### src/rtl/smc_gap_seq.sv
module smc_gap_seq #(
  parameter int CS_W = 2
) (
  input  logic            clk,
  input  logic            rst_n,
  input  logic            req_valid,
  input  logic [CS_W-1:0] req_cs,
  input  logic            req_write,
  input  logic            bus_busy,
  input  logic            cfg_mode_wr,
  input  logic            cfg_timing_wr,
  input  logic            slow_mode,
  output logic            start,
  output logic [1:0]      gap_kind
);
  localparam logic [1:0] K_NONE = 2'd0, K_CS = 2'd1, K_RLD = 2'd2, K_RW = 2'd3;

  typedef enum logic [1:0] {S_WAIT, S_GAP1, S_GAP2, S_GO} st_t;
  st_t st;

  logic            have_prev, prev_wr, pend, slow_q, rw_hold, g1_rld;
  logic [CS_W-1:0] prev_cs;

  wire arm      = cfg_mode_wr | (slow_mode ^ slow_q);
  wire look     = (st == S_WAIT) && req_valid && !bus_busy;
  wire cs_chg   = have_prev && (req_cs != prev_cs);
  wire rld_need = have_prev && pend && !cs_chg;
  wire dir_chg  = have_prev && (req_write != prev_wr);

  assign start    = (st == S_GO) || (look && !cs_chg && !rld_need && !dir_chg);
  assign gap_kind = (st == S_GAP1) ? (g1_rld ? K_RLD : K_CS) :
                    (st == S_GAP2) ? K_RW : K_NONE;

  always_ff @(posedge clk or negedge rst_n) begin
    if (!rst_n) begin
      st        <= S_WAIT;
      have_prev <= 1'b0;
      prev_wr   <= 1'b0;
      prev_cs   <= '0;
      pend      <= 1'b0;
      slow_q    <= 1'b0;
      rw_hold   <= 1'b0;
      g1_rld    <= 1'b0;
    end else begin
      slow_q <= slow_mode;
      case (st)
        S_WAIT:
          if (look) begin
            if (cs_chg || rld_need) begin
              st      <= S_GAP1;
              g1_rld  <= !cs_chg;
              rw_hold <= dir_chg;
            end else if (dir_chg) begin
              st <= S_GAP2;
            end
          end
        S_GAP1: st <= rw_hold ? S_GAP2 : S_GO;
        S_GAP2: st <= S_GO;
        default: st <= S_WAIT;
      endcase
      if (arm)
        pend <= 1'b1;
      else if (st == S_GAP1 || (look && !have_prev))
        pend <= 1'b0;
      if (start) begin
        have_prev <= 1'b1;
        prev_cs   <= req_cs;
        prev_wr   <= req_write;
      end
    end
  end

  p_start_clean_r1: assert property (@(posedge clk) disable iff (!rst_n)
    start |-> gap_kind == K_NONE);
  p_cs_gap_single_r2: assert property (@(posedge clk) disable iff (!rst_n)
    gap_kind == K_CS |=> (start || gap_kind == K_RW));
  p_rld_gap_single_r3: assert property (@(posedge clk) disable iff (!rst_n)
    gap_kind == K_RLD |=> (start || gap_kind == K_RW));
  p_arm_on_mode_r3: assert property (@(posedge clk) disable iff (!rst_n)
    cfg_mode_wr |=> pend);
  p_timing_no_arm_r4: assert property (@(posedge clk) disable iff (!rst_n)
    (!pend && cfg_timing_wr && !cfg_mode_wr && slow_mode == slow_q) |=> !pend);
  p_rw_last_r6: assert property (@(posedge clk) disable iff (!rst_n)
    gap_kind == K_RW |=> start);
  p_busy_hold_r10: assert property (@(posedge clk) disable iff (!rst_n)
    (st == S_WAIT && bus_busy) |-> (!start && gap_kind == K_NONE));
endmodule

### config.mk
export PLATFORM = sky130hd
export DESIGN_NAME = smc_gap_seq
export DESIGN_NICKNAME = d
export VERILOG_FILES = /design/src/rtl/smc_gap_seq.sv
export SDC_FILE = /design/constraint.sdc
export NUM_CORES = 1
export LEC_CHECK = 0
export ABC_CLOCK_PERIOD_IN_PS = 3600
export CAP_MARGIN = 20
export CORE_MARGIN = 10
export CORE_UTILIZATION = 42
export CTS_CLUSTER_DIAMETER = 120
export DETAILED_ROUTE_END_ITERATION = 7
export PLACE_DENSITY = 0.65
export SKIP_CTS_REPAIR_TIMING = 1
export SLEW_MARGIN = 5
export SYNTH_ARGS = -nofsm -noshare
export SYNTH_HDL_FRONTEND = slang
export SYNTH_SLANG_ARGS = --single-unit
### constraint.sdc
create_clock -name clk -period 3.6 [get_ports clk]
set_clock_uncertainty 0.15 [all_clocks]
set_input_delay 1.08 -clock clk [delete_from_list [all_inputs] [get_ports clk]]
set_output_delay 1.08 -clock clk [all_outputs]
set_load 0.05 [all_outputs]
==> results.sh <==
export IMPL_synthTopCellsByArea="dfrtp_1 (43%), ha_1 (8.6%), xor2_1 (6.0%)"
export IMPL_cts_tree="built"
export IMPL_fin_setup_tns_ns=0
export IMPL_ant_nets=0
export IMPL_cp_end_kind="output pin"
export IMPL_holdWs_ns=0.370
export IMPL_die_y_um=57.3
export IMPL_core_area_um2=1300
export IMPL_num_rows=13
export IMPL_dpl_hpwl_um=960
export IMPL_power_density_nw_per_um2=897
export IMPL_worst_setup_path_start_kind="primary input"
export IMPL_setup_violations_final=0
export IMPL_vias_per_cell=5.18
export IMPL_slew_headroom_pct=66.8
export IMPL_setup_slack_ns=0.114
export IMPL_finalWeightedCongestion=0.725
export IMPL_root_buffer="clkbuf_4"
export IMPL_finalNetCount=87
export IMPL_hold_depth=1
export IMPL_synth_edff_count=0
export IMPL_post_synth_top_area_cell="dfrtp_1"
export IMPL_power_frac_comb_pct=59.1
export IMPL_drt_wl_total_um=1220
export IMPL_arrival_ns=2.26
export IMPL_grt_max_degree=11
export IMPL_vias=451
export IMPL_start_util_pct=44.9
export IMPL_critPathMaxFanout=2
export IMPL_ys_flop_type="dfrtp_1"
export IMPL_met1_usage_pct=8.90
export IMPL_clk_latency_ns=0.26
export IMPL_rrSetupSlack_ns=1.57
export IMPL_grt_use_total_pct=7.93
export IMPL_synth_seq_area_share_pct=42.8
export IMPL_critPathKind="primary input to output pin"
export IMPL_postSynthAreaPerCell_um2=11.2
export IMPL_clockPowerShare_pct=13.7
export IMPL_syn_instance_count=52
export IMPL_die_w_um=57.3
export IMPL_hold_viol_final=0
export IMPL_worst_r2r_path_depth=7
export IMPL_htreeDepth=1
export IMPL_grt_pass1_vias=464
export IMPL_drv_slew=0
export IMPL_syn_to_final_growth_pct=41.1
export IMPL_p_seq_share_pct=27.1
export IMPL_overflow=0
export IMPL_ir_drop_mv=0.419
export IMPL_ios=13
export IMPL_max_clock_freq_mhz=287
export IMPL_leakage_uw=0.000369
export IMPL_n_antenna_cell=0
export IMPL_first_pass_iters=4
export IMPL_synth_most_common_cell="dfrtp_1"
export IMPL_grt_busiest_layer="met2"
export IMPL_clk_pin_slew_ns=0.07
export IMPL_p_sw_uw=309
export IMPL_die_area_um2=3280
export IMPL_cp_startpoint="req_cs[1]"
export IMPL_cap_violations=0
export IMPL_rsz0062_at_grt="no"
export IMPL_pre_cts_ws_ns=-0.0271
export IMPL_ys_ff_latch=10
export IMPL_yosysUniqueCellTypes=24
export IMPL_synth_fp_nets=66
export IMPL_cts_made_buffers=3
export IMPL_gr_usage_met2_pct=13.2
export IMPL_drt_iter0_markers=11
export IMPL_drive_above_1_share_pct=27.8
export IMPL_finish_utilization_pct=63.4
export IMPL_async_reset_ff_share_pct=100
export IMPL_status="completed"
export IMPL_grt_first_pass_wirelength_um=2110
export IMPL_io_buffers=11
export IMPL_power_internal_uw=430
export IMPL_grt_met3_usage_pct=3.10
export IMPL_syn_area_um2=584
export IMPL_synthDominantCellAreaShare_pct=42.8
export IMPL_period_minus_slack_ns=3.49
export IMPL_ys_warn_count=0
export IMPL_reg2reg_from="st[0]"
export IMPL_tightest_slew_ns=0.496
export IMPL_critPathRequiredTime_ns=2.37
export IMPL_switching_share_pct=41.8
export IMPL_hold_class="flop to flop"
export IMPL_routedWlPerCell_um=14.0
export IMPL_antenna_found_initial=0
export IMPL_cts_sinks=10
export IMPL_drc_errors=0
export IMPL_ys_top_cells_by_count="dfrtp_1 (10), a21oi_1 (4), ha_1 (4), inv_1 (4), xor2_1 (4)"
export IMPL_hold_start="rw_hold"
export IMPL_cts_buffer_depth=2
export IMPL_post_route_period_util_pct=96.8
## flip-flops by register name, indices dropped and copies added (netlist names)
register and cells:
prev_wr 1, rw_hold 1, g1_rld 1, have_prev 1
slow_q 1, st 2, pend 1, prev_cs 2
## power by group through the flow
stage	clock network, µW	registers [µW]	logic (µW)
after CTS	105	192	427
after global routing	111	207	486
after floorplan	0	185	286
final	102	200	437
after detailed placement	0	195	426
after global placement	0	192	416
## cell families (layout without fill, tap and decap cells)
group / Yosys count / in the layout / share of synthesized area (%)
xor+xnor: 4 / 4 / 6.00
flops: 10 / 10 / 42.8
mux: 6 / 6 / 12.2
buf+inv: 4 / 24 / 2.57
simple gates: 10 / 10 / 10.1
compound gates: 14 / 14 / 17.8
fa+ha+maj: 4 / 4 / 8.57
## worst max-delay path, cell delays in order
cell and delay, ns:
clkdlybuf4s50_1 0.45, xor2_2 0.18, o41ai_2 0.23, a21oi_2 0.11, inv_2 0.08, buf_12 0.13
## worst paths after layout
path                              end
min in group asynchronous     prev_wr
min                           rw_hold
max in group asynchronous      g1_rld
min reg2reg                   rw_hold
max                             start
max reg2reg                prev_cs[1]
## stage by stage
step | cells | instance area (µm²) | total power (µW)
after floorplan | 52 | 584 | 471
after global placement | 82 | 753 | 608
after detailed placement | 82 | 753 | 621
after CTS | 86 | 790 | 725
after global routing | 87 | 825 | 804
final | 87 | 825 | 739
## cell type report
cell class | count | area [µm²]
Timing Repair Buffer | 16 | 163
Sequential cell | 10 | 250
Clock buffer | 4 | 36.3
Tap cell | 15 | 18.8
Fill cell | 116 | 477
Inverter | 4 | 15.0
Multi-Input combinational cell | 38 | 342
## layer usage
layer | up-vias | wire [µm]
li1 | 227 | -
met1 | 219 | 495
met2 | 5 | 681
met3 | 0 | 41
met4 | 0 | 0
met5 | - | 0
## cell usage in the layout, fill, tap and decap left out
master / synthesis / final
mux2_1: 2 / 2
xor2_2: 0 / 3
o21a_1: 1 / 1
clkdlybuf4s50_1: 0 / 8
inv_1: 4 / 3
dlymetal6s2s_1: 0 / 2
nor3b_1: 1 / 1
clkbuf_8: 0 / 1
xor2_1: 4 / 1
o31ai_1: 2 / 2
o211ai_1: 1 / 1
clkbuf_4: 0 / 3
or2_1: 1 / 1
ha_1: 4 / 4
o311ai_0: 1 / 1
a31oi_1: 2 / 2
nand2_1: 1 / 1
nor2b_1: 1 / 1
buf_4: 0 / 5
a21oi_2: 1 / 1
mux2_4: 1 / 1
o41ai_2: 1 / 1
o21bai_1: 1 / 1
dfrtp_1: 10 / 10
a21oi_1: 4 / 4
buf_12: 0 / 1
mux2_2: 3 / 3
and3b_1: 1 / 1
nor4_1: 1 / 1
nor2_1: 2 / 2
or3_1: 2 / 2
inv_2: 0 / 1
Power figures use the tool's default switching activity.
